--- src/rtl/mpsp_pkg.sv ---
`timescale 1ns/1ps
package mpsp_pkg;
   localparam int NUM_STRB  = 5;
   localparam int NUM_LANES = 2;

   typedef struct packed {
      logic sel;
      logic alat;
      logic rdst;
      logic wr_hi;
      logic wr_lo;
   } mpsp_strb_t;

   typedef logic [NUM_LANES-1:0] mpsp_lane_t;
endpackage

--- src/rtl/mpsp_sync.sv ---
`timescale 1ns/1ps
module mpsp_sync #(
   parameter int WIDTH  = 5,
   parameter int STAGES = 2
) (
   input  logic             clk,
   input  logic             rst_n,
   input  logic [WIDTH-1:0] d_i,
   output logic [WIDTH-1:0] q_o
);
   logic [WIDTH-1:0] stg [STAGES];

   generate
      for (genvar s = 0; s < STAGES; s++) begin : g_stage
         if (s == 0) begin : g_first
            always_ff @(posedge clk or negedge rst_n) begin
               if (!rst_n) stg[0] <= '0;
               else        stg[0] <= d_i;
            end
         end else begin : g_next
            always_ff @(posedge clk or negedge rst_n) begin
               if (!rst_n) stg[s] <= '0;
               else        stg[s] <= stg[s-1];
            end
         end
      end
   endgenerate

   assign q_o = stg[STAGES-1];
endmodule

--- src/rtl/mpsp_addr_latch.sv ---
`timescale 1ns/1ps
module mpsp_addr_latch #(
   parameter int BUS_W  = 16,
   parameter int ADDR_W = 14
) (
   input  logic              clk,
   input  logic              rst_n,
   input  logic              sel_i,
   input  logic              alat_i,
   input  logic              blk_i,
   input  logic [BUS_W-1:0]  bus_i,
   output logic [ADDR_W-1:0] addr_o
);
   logic [ADDR_W-1:0] addr_q;
   logic              take;

   // address follows the bus only while a legal latch strobe is seen
   assign take = sel_i & alat_i & ~blk_i;

   always_ff @(posedge clk or negedge rst_n) begin
      if (!rst_n)    addr_q <= '0;
      else if (take) addr_q <= bus_i[ADDR_W-1:0];
   end

   assign addr_o = addr_q;
endmodule

--- src/rtl/mpsp_wr_ctl.sv ---
`timescale 1ns/1ps
module mpsp_wr_ctl
   import mpsp_pkg::*;
#(
   parameter int BUS_W = 16
) (
   input  logic             clk,
   input  logic             rst_n,
   input  logic             sel_i,
   input  logic             wr_hi_i,
   input  logic             wr_lo_i,
   input  logic             conflict_i,
   input  logic [BUS_W-1:0] bus_i,
   output logic             we_o,
   output mpsp_lane_t       be_o,
   output logic [BUS_W-1:0] wdata_o,
   output logic             active_o,
   output logic             err_o
);
   logic             any_now, any_prev;
   logic             overlap;
   mpsp_lane_t       lanes_q;
   logic             poison_q;
   logic             err_q;
   logic [BUS_W-1:0] data_q;

   assign any_now = sel_i & (wr_hi_i | wr_lo_i);
   assign overlap = any_now & conflict_i;

   always_ff @(posedge clk or negedge rst_n) begin
      if (!rst_n) begin
         any_prev <= 1'b0;
         lanes_q  <= '0;
         poison_q <= 1'b0;
         err_q    <= 1'b0;
         data_q   <= '0;
      end else begin
         any_prev <= any_now;
         if (any_now) begin
            // lanes seen at any point of the pulse merge into one write
            lanes_q  <= lanes_q | {wr_hi_i, wr_lo_i};
            poison_q <= poison_q | overlap;
            data_q   <= bus_i;
         end else begin
            lanes_q  <= '0;
            poison_q <= 1'b0;
         end
         if (overlap) err_q <= 1'b1;
      end
   end

   // commit on the synchronized fall, only if still selected and clean
   assign we_o     = any_prev & ~any_now & sel_i & ~poison_q;
   assign be_o     = lanes_q;
   assign wdata_o  = data_q;
   assign active_o = any_now;
   assign err_o    = err_q;
endmodule

--- src/rtl/mpsp_rd_ctl.sv ---
`timescale 1ns/1ps
module mpsp_rd_ctl #(
   parameter int BUS_W  = 16,
   parameter int RD_LAT = 1
) (
   input  logic             clk,
   input  logic             rst_n,
   input  logic             sel_i,
   input  logic             rdst_i,
   input  logic             blk_i,
   input  logic             cs_pad_i,
   input  logic             rd_pad_i,
   input  logic [BUS_W-1:0] rdata_i,
   output logic             re_o,
   output logic [BUS_W-1:0] bus_o,
   output logic             oe_o
);
   logic              rd_prev;
   logic [RD_LAT-1:0] vld_q;
   logic [BUS_W-1:0]  hold_q;

   assign re_o = sel_i & rdst_i & ~rd_prev & ~blk_i;

   generate
      if (RD_LAT == 1) begin : g_lat_one
         always_ff @(posedge clk or negedge rst_n) begin
            if (!rst_n) vld_q <= '0;
            else        vld_q <= re_o;
         end
      end else begin : g_lat_many
         always_ff @(posedge clk or negedge rst_n) begin
            if (!rst_n) vld_q <= '0;
            else        vld_q <= {vld_q[RD_LAT-2:0], re_o};
         end
      end
   endgenerate

   always_ff @(posedge clk or negedge rst_n) begin
      if (!rst_n) begin
         rd_prev <= 1'b0;
         hold_q  <= '0;
      end else begin
         rd_prev <= sel_i & rdst_i;
         if (vld_q[RD_LAT-1]) hold_q <= rdata_i;
      end
   end

   // the pad enable follows the raw pins so the bus is released at once
   assign oe_o  = cs_pad_i & rd_pad_i;
   assign bus_o = oe_o ? hold_q : '0;
endmodule

--- src/rtl/mpsp_slave.sv ---
`timescale 1ns/1ps
module mpsp_slave
   import mpsp_pkg::*;
#(
   parameter int BUS_W       = 16,
   parameter int ADDR_W      = 14,
   parameter int SYNC_STAGES = 2,
   parameter int RD_LAT      = 1
) (
   input  logic              clk,
   input  logic              rst_n,
   input  logic              cs_i,
   input  logic              al_i,
   input  logic              rd_i,
   input  logic              wrh_i,
   input  logic              wrl_i,
   input  logic [BUS_W-1:0]  bus_in_i,
   output logic [BUS_W-1:0]  bus_out_o,
   output logic              bus_oe_o,
   output logic [ADDR_W-1:0] mem_addr_o,
   output logic [BUS_W-1:0]  mem_wdata_o,
   output logic [1:0]        mem_be_o,
   output logic              mem_we_o,
   output logic              mem_re_o,
   input  logic [BUS_W-1:0]  mem_rdata_i,
   output logic              err_o
);
   localparam int LANE_W = BUS_W / NUM_LANES;

   generate
      if (BUS_W % NUM_LANES != 0 || LANE_W < 1) begin : g_bad_bus
         $error("bus width must split into two equal lanes");
      end
      if (ADDR_W > BUS_W || ADDR_W < 1) begin : g_bad_addr
         $error("address must fit on the shared bus");
      end
      if (SYNC_STAGES < 2) begin : g_bad_sync
         $error("at least two synchronizer stages are needed");
      end
      if (RD_LAT < 1) begin : g_bad_lat
         $error("read latency must be at least one cycle");
      end
   endgenerate

   mpsp_strb_t raw_s, syn_s;
   mpsp_lane_t be_w;
   logic       wr_active;

   assign raw_s = '{sel: cs_i, alat: al_i, rdst: rd_i, wr_hi: wrh_i, wr_lo: wrl_i};

   mpsp_sync #(.WIDTH(NUM_STRB), .STAGES(SYNC_STAGES)) sync_i (
      .clk   (clk),
      .rst_n (rst_n),
      .d_i   (raw_s),
      .q_o   (syn_s)
   );

   mpsp_addr_latch #(.BUS_W(BUS_W), .ADDR_W(ADDR_W)) alat_i (
      .clk    (clk),
      .rst_n  (rst_n),
      .sel_i  (syn_s.sel),
      .alat_i (syn_s.alat),
      .blk_i  (wr_active),
      .bus_i  (bus_in_i),
      .addr_o (mem_addr_o)
   );

   mpsp_wr_ctl #(.BUS_W(BUS_W)) wr_i (
      .clk        (clk),
      .rst_n      (rst_n),
      .sel_i      (syn_s.sel),
      .wr_hi_i    (syn_s.wr_hi),
      .wr_lo_i    (syn_s.wr_lo),
      .conflict_i (syn_s.rdst | syn_s.alat),
      .bus_i      (bus_in_i),
      .we_o       (mem_we_o),
      .be_o       (be_w),
      .wdata_o    (mem_wdata_o),
      .active_o   (wr_active),
      .err_o      (err_o)
   );

   assign mem_be_o = be_w;

   mpsp_rd_ctl #(.BUS_W(BUS_W), .RD_LAT(RD_LAT)) rd_i_u (
      .clk      (clk),
      .rst_n    (rst_n),
      .sel_i    (syn_s.sel),
      .rdst_i   (syn_s.rdst),
      .blk_i    (wr_active),
      .cs_pad_i (cs_i),
      .rd_pad_i (rd_i),
      .rdata_i  (mem_rdata_i),
      .re_o     (mem_re_o),
      .bus_o    (bus_out_o),
      .oe_o     (bus_oe_o)
   );
endmodule

--- config.mk ---
export PLATFORM = sky130hd
export DESIGN_NAME = mpsp_slave
export DESIGN_NICKNAME = d
export VERILOG_FILES = /design/src/rtl/mpsp_pkg.sv /design/src/rtl/mpsp_sync.sv /design/src/rtl/mpsp_addr_latch.sv /design/src/rtl/mpsp_wr_ctl.sv /design/src/rtl/mpsp_rd_ctl.sv /design/src/rtl/mpsp_slave.sv
export SDC_FILE = /design/constraint.sdc
export NUM_CORES = 1
export LEC_CHECK = 0
export BUFFER_PORTS_ARGS = -buffer_cell sky130_fd_sc_hd__buf_4
export CAP_MARGIN = 20
export CELL_PAD_IN_SITES_DETAIL_PLACEMENT = 1
export CELL_PAD_IN_SITES_GLOBAL_PLACEMENT = 1
export CORE_MARGIN = 5
export CORE_UTILIZATION = 35
export CTS_CLUSTER_DIAMETER = 200
export DETAILED_ROUTE_END_ITERATION = 10
export PLACE_DENSITY = 0.71
export SLEW_MARGIN = 5
export SYNTH_ARGS = -nofsm -noshare
export SYNTH_HDL_FRONTEND = slang
export SYNTH_HIERARCHICAL = 1
export SYNTH_SLANG_ARGS = --single-unit
--- constraint.sdc ---
create_clock -name clk -period 1.6 [get_ports clk]
set_input_delay 0.08 -clock clk [delete_from_list [all_inputs] [get_ports clk]]
set_output_delay 0.08 -clock clk [all_outputs]
set_load 0.01 [all_outputs]
==> out/metrics.yaml, run 1 <==
status:
  status: "finished clean"
worst_setup_path:
  start_kind: "register"
  endpoint_kind: "output pin"
  timing.rr.start: "sync_i/q_o[1]"
  crit_chain: "o21a_4 > nor4bb_4 > buf_4"
  worst-endpoint-required_ns: 1.52
  path_max_fanout: 4
  slowest_stage: "dfrtp_1"
  crit_type: "reg -> out"
  worstReg2RegEnd: "alat_i/addr_o[7]"
  cp.arrival_ns: 1.46
  reg2regPathDepth: 3
  rrSetupSlack_ns: 0.16
  max_stage_delay_ns: 0.39
grt:
  gr-total-overflow: 0
  grt_max_degree: 38
  grt_usage: 0.143
  grt_first_pass_wirelength_microns: 9750
  antenna_found_initial: 0
  grt_pass1_vias: 1955
floorplanning:
  core_area_sq_um: 7140
  start_util: 0.353
  die_area_sq_um: 9000
  die_w_microns: 94.9
  io_pins: 91
  die_h_microns: 94.9
  row_count: 31
synthesis:
  yosysSeqAreaShare: 0.626
  yosys_register_bits: 63
  syn_avg_cell_area_sq_um: 16.7
  syn_area_sq_um: 2520
  syn_inst: 151
  syn-num-nets: 190
  yosys_warnings: 6
  synth_cell_type_count: 18
placed_design:
  dp.cells: 333
  place_area_sq_um: 3250
  gp_congestion: 0.722
  post-place-ws_ns: 0.0852
  dp_hpwl_microns: 4170
  port_buffers: 90
pwr:
  p_per_area_nw_per_um2: 1050
  finalPower_uw: 4050
  p_leak_uw: 0.00191
  vdd_drop_max_v: 0.000416
final_layout:
  drive_above_1_share: 0.560
  area_growth_syn_to_layout_pct: 52.7
  fin_area_sq_um: 3850
  fillCellCount: 737
  antenna_cells: 0
  nets: 326
  stdcell_count: 390
timing:
  final-setup-viol-count: 0
  final.setup_skew_ns: 0.00581
  grt_setup_unrepaired: "true"
  fin_crit_sh: 0.964
  worst_pin_slew_ns: 0.372
  drv_slew: 0
  hold_violations: 0
  timing.final.crit_period_ns: 1.54
  setup_ws_ns: 0.0583
  fin_tns_setup_ns: 0
  fmax_ghz: 0.649
  relSlewSlack: 0.752
hold_path:
  min_path_type: "in -> async"
cts:
  clk_latency_ns: 0.32
  cts_tree: "built"
  htreeDepth: 3
  cts_made_buffers: 9
  cts_buffer_depth: 2
  cts_sinks: 63
  cts_root_buffer: "clkbuf_8"
  path_clk_slew_ns: 0.07
detailed_routing:
  drt_first_pass_iters: 4
  antenna_left: 0
  drc_errors: 0
  wl_microns: 6200
  dr_total_vias: 1738
  wl_per_cell_microns: 15.9
  drt_iter0_drc: 26
  viasPerCell: 4.46
job:
  drv_cap: 0
-- metrics by stage --
step	hold slack, ns	util
2_1_floorplan	-0.216	-
3_5_place_dp	0.0274	0.455
6_report	0.235	0.539
4_1_cts	0.223	0.537
3_3_place_gp	0.0277	0.455
5_1_grt	0.252	0.539
-- layer usage --
metal | track usage | vias to the layer above | part of all wire | wire length, microns
met2 | 0.227 | 75 | 0.47 | 2930
met1 | 0.175 | 857 | 0.44 | 2730
met3 | 0.0478 | 8 | 0.077 | 475
li1 | - | 798 | - | -
met4 | 0.0649 | 0 | 0.012 | 73
met5 | 0 | - | 0 | 0
-- critical path, delay by kind of cell (launching register included) --
family	cells	cell delay, ns
flops	1	0.39
simple gates	1	0.32
compound gates	1	0.24
buf+inv	1	0.19
-- repair_timing --
| action | 4_1_cts | 5_1_grt |
|---|---|---|
| hold buffers | 38 | 0 |
| buffers inserted | 2 | 2 |
| pin swaps | 1 | 2 |
| resized for setup | 4 | 0 |
| endpoints found under the hold margin | 76 | 0 |
| endpoints found under the setup margin | 1 | 1 |
-- worst max-delay path by stage --
stage          cells after the start           from               end  slack (ns)
6_report                           3  sync_i/q_o[1]          mem_re_o        0.06
5_1_grt                            3  sync_i/q_o[1]          mem_re_o       -0.03
4_1_cts                            3  sync_i/q_o[0]          mem_re_o      0.0006
3_5_place_dp                       3  sync_i/q_o[0]  alat_i/addr_o[7]        0.09
3_3_place_gp                       3  sync_i/q_o[0]  alat_i/addr_o[0]        0.13
2_1_floorplan                      7  sync_i/q_o[0]  alat_i/addr_o[0]       -0.08
-- cell usage after synthesis, drive strengths merged --
master  count  share of area
dfrtp      63           0.63
mux2       46           0.25
and3       16          0.040
buf        10          0.044
a21oi       2         0.0040
and2        2         0.0050
clkbuf      2         0.0030
nor2b       2         0.0050
o21a        2         0.0060
a21o        1         0.0035
nand2       1         0.0015
nand3b      1         0.0079
nor4        1         0.0025
nor4bb      1         0.0040
or2         1         0.0025
-- layout by cell type, fill, tap and decap left out, types with 2 or more instances in the layout --
cell           synthesis  final
and3_1                16     16
dfrtp_1               63     63
mux2_2                19     19
clkbuf_8               0     10
buf_4                  5     98
clkinv_2               0      3
nor2b_1                2      2
and2_1                 2      2
mux2_4                27     27
dlygate4sd3_1          0     38
a21oi_1                2      2
-- power breakdown --
part / total (uW) / internal (uW) / switching, uW
sequential: 1960 / 1830 / 133
clock: 1160 / 588 / 570
combinational: 932 / 600 / 332
total: 4050 / 3010 / 1030
-- area by class of cell --
type	instances	area, sq um	share of cell area
Timing Repair Buffer	137	1140	0.295
Multi-Input combinational cell	76	847	0.220
Sequential cell	63	1580	0.410
Clock buffer	11	141	0.0367
Clock inverter	4	22.5	0.00585
Tap cell	99	124	0.0322
-- sequential cells by signal, summed over array words and instances (netlist names) --
| signal | cells |
|---|---|
| rd_i_u/rd_prev | 1 |
| rd_i_u/vld_q | 1 |
| wr_i/any_prev | 1 |
| rd_i_u/hold_q | 16 |
| alat_i/addr_o | 14 |
| sync_i/q_o | 5 |
| wr_i/be_o | 2 |
| wr_i/wdata_o | 16 |
| wr_i/err_o | 1 |
| wr_i/poison_q | 1 |
| sync_i/stg | 5 |
-- kinds of logic after synthesis --
group                  count (synthesis)  share of synthesized area
muxes                                 46                      0.246
AOI/OAI and AO/OA                      5                     0.0134
buffers and inverters                 12                     0.0472
DFF                                   63                      0.626
and+or+nand+nor                       25                     0.0680
Note: power is estimated with default switching activity, not from simulation.
==> run 2: changes to the inputs <==
REMOVE_ABC_BUFFERS = 1   (was not set)
==> run 2 against run 1 <==
First-iteration DRC count rose by 92%. Sequential share of layout area did not move. Global-route usage rose by 0.55 points. Cell area did not move. Critical endpoint unchanged.
==> out/metrics.yaml, run 2 (synthesis results as in run 1) <==
timing:
  fin_crit_sh: 0.974  # was 0.964
  final.setup_skew_ns: 0.00752  # was 0.00581 ns
  timing.final.crit_period_ns: 1.56  # was 1.54 ns
  grt_setup_unrepaired: "true"  # unchanged
  hold_violations: 0  # unchanged
  worst_pin_slew_ns: 0.339  # was 0.372 ns
  final-setup-viol-count: 0  # unchanged
  fin_hold_ws_ns: 0.191  # was 0.235 ns
  relSlewSlack: 0.774  # was 0.752
  fmax_ghz: 0.642  # was 0.649 GHz
  drv_slew: 0  # unchanged
grt:
  grt_pass1_vias: 1971  # was 1955
  grt_first_pass_wirelength_microns: 10100  # was 9750 microns
  grt_usage: 0.148  # was 0.143
  grt_max_degree: 40  # was 38
  gr-total-overflow: 0  # unchanged
  antenna_found_initial: 0  # unchanged
placed_design:
  port_buffers: 90  # unchanged
  gp_congestion: 0.699  # was 0.722
  dp.cells: 332  # was 333
  dp_hpwl_microns: 4290  # was 4170 microns
  place_area_sq_um: 3240  # was 3250 sq um
status:
  status: "finished clean"  # unchanged
pwr:
  p_per_area_nw_per_um2: 1110  # was 1050 nW/um^2
  p_leak_uw: 0.00190  # was 0.00191 uW
  vdd_drop_max_v: 0.000439  # was 0.000416 V
detailed_routing:
  antenna_left: 0  # unchanged
  dr_total_vias: 1705  # was 1738
  drt_first_pass_iters: 4  # unchanged
  wl_per_cell_microns: 16.7  # was 15.9 microns
  wl_microns: 6450  # was 6200 microns
  drt_iter0_drc: 50  # was 26
  drc_errors: 0  # unchanged
  viasPerCell: 4.42  # was 4.46
floorplanning:
  io_pins: 91  # unchanged
  die_w_microns: 94.9  # unchanged
  row_count: 31  # unchanged
  die_h_microns: 94.9  # unchanged
  die_area_sq_um: 9000  # unchanged
  start_util: 0.353  # unchanged
  core_area_sq_um: 7140  # unchanged
final_layout:
  stdcell_count: 386  # was 390
  fin_area_sq_um: 3850  # unchanged
  drive_above_1_share: 0.557  # was 0.560
  final_common_cell: "buf_4"  # unchanged
  nets: 321  # was 326
  final_cell_mix: "buf_4 (93), dfrtp_1 (63), dlygate4sd3_1 (38)"  # was buf_4 (98), dfrtp_1 (63), dlygate4sd3_1 (38)
  final_core_util: 0.539  # unchanged
  antenna_cells: 0  # unchanged
  area_growth_syn_to_layout_pct: 52.7  # unchanged
cts:
  postCtsSetupRepairBufs: 0  # was 2
  cts_made_buffers: 9  # unchanged
  cts_sinks: 63  # unchanged
  htreeDepth: 3  # unchanged
  cts_buffer_depth: 2  # unchanged
  path_clk_slew_ns: 0.07  # about the same
  cts_tree: "built"  # unchanged
  clk_latency_ns: 0.33  # was 0.32 ns
  cts_root_buffer: "clkbuf_8"  # unchanged
hold_path:
  min_path_type: "in -> async"  # unchanged
worst_setup_path:
  worst-endpoint-required_ns: 1.52  # about the same
  rrSetupSlack_ns: 0.12  # was 0.16 ns
  worstReg2RegEnd: "alat_i/addr_o[7]"  # unchanged
  path_max_fanout: 4  # unchanged
  reg2regPathDepth: 3  # unchanged
  crit_type: "reg -> out"  # unchanged
  endpoint_kind: "output pin"  # unchanged
  timing.rr.start: "sync_i/q_o[1]"  # unchanged
  cp.arrival_ns: 1.48  # was 1.46 ns
  start_kind: "register"  # unchanged
job:
  drv_cap: 0  # unchanged
==> run 2: changes by cell type in the layout (fill, tap and decap cells not counted), sizes merged <==
cell / before / now
buf: 99 / 94
bufinv: 0 / 1
==> run 2: per-stage QoR <==
step	worst slack, ns	setup TNS (ns)	power (uW)
floorplan	-0.333	-4.28	2370
global placement	0.173	0	2810
detailed placement	0.140	0	2850
CTS	0.00609	0	4360
global route	-0.0340	-0.0340	4510
finish	0.0412	0	4290
==> run 2: area by class of cell <==
type	instances	area, sq um
tap	99	124
timing repair buffer	132	1100
multi-input combinational	76	841
sequential	63	1580
clock inverter	5	56.3
fill	726	3290
clock buffer	11	151
==> run 2: worst max-delay path, cell delays in order, from the launching register on <==
cell and delay, ns:
dfrtp_1 0.40, o21a_2 0.26, nor4bb_4 0.31, buf_4 0.17
==> run 2: power breakdown <==
group / internal (uW) / leakage, uW / switching (uW) / total, uW
Combinational: 591 / 0.00106 / 337 / 928
Sequential: 1830 / 0.000742 / 138 / 1960
Clock: 801 / 0.000105 / 596 / 1400
==> run 2: worst max path at each step <==
stage / depth (start not counted) / slack, ns / from / end
detailed placement: 3 / 0.14 / sync_i/q_o[1] / alat_i/addr_o[3]
CTS: 3 / 0.006 / sync_i/q_o[1] / mem_re_o
floorplan: 3 / -0.33 / sync_i/q_o[4] / alat_i/addr_o[10]
global route: 3 / -0.03 / sync_i/q_o[1] / mem_re_o
finish: 3 / 0.04 / sync_i/q_o[1] / mem_re_o
global placement: 3 / 0.17 / sync_i/q_o[1] / alat_i/addr_o[0]
==> run 2: repair_timing <==
action | CTS | global route
endpoints found under the setup margin | 1 | 1
endpoints found under the hold margin | 113 | 0
hold buffers | 38 | 0
gates resized for setup | 2 | 1
==> run 2: layer usage <==
| layer | routed length (microns) | track usage | share of wire |
|---|---|---|---|
| met3 | 703 | 0.0757 | 0.11 |
| met4 | 40 | 0.0433 | 0.0062 |
| met5 | 0 | 0 | 0 |
| met1 | 2670 | 0.172 | 0.41 |
| met2 | 3030 | 0.241 | 0.47 |
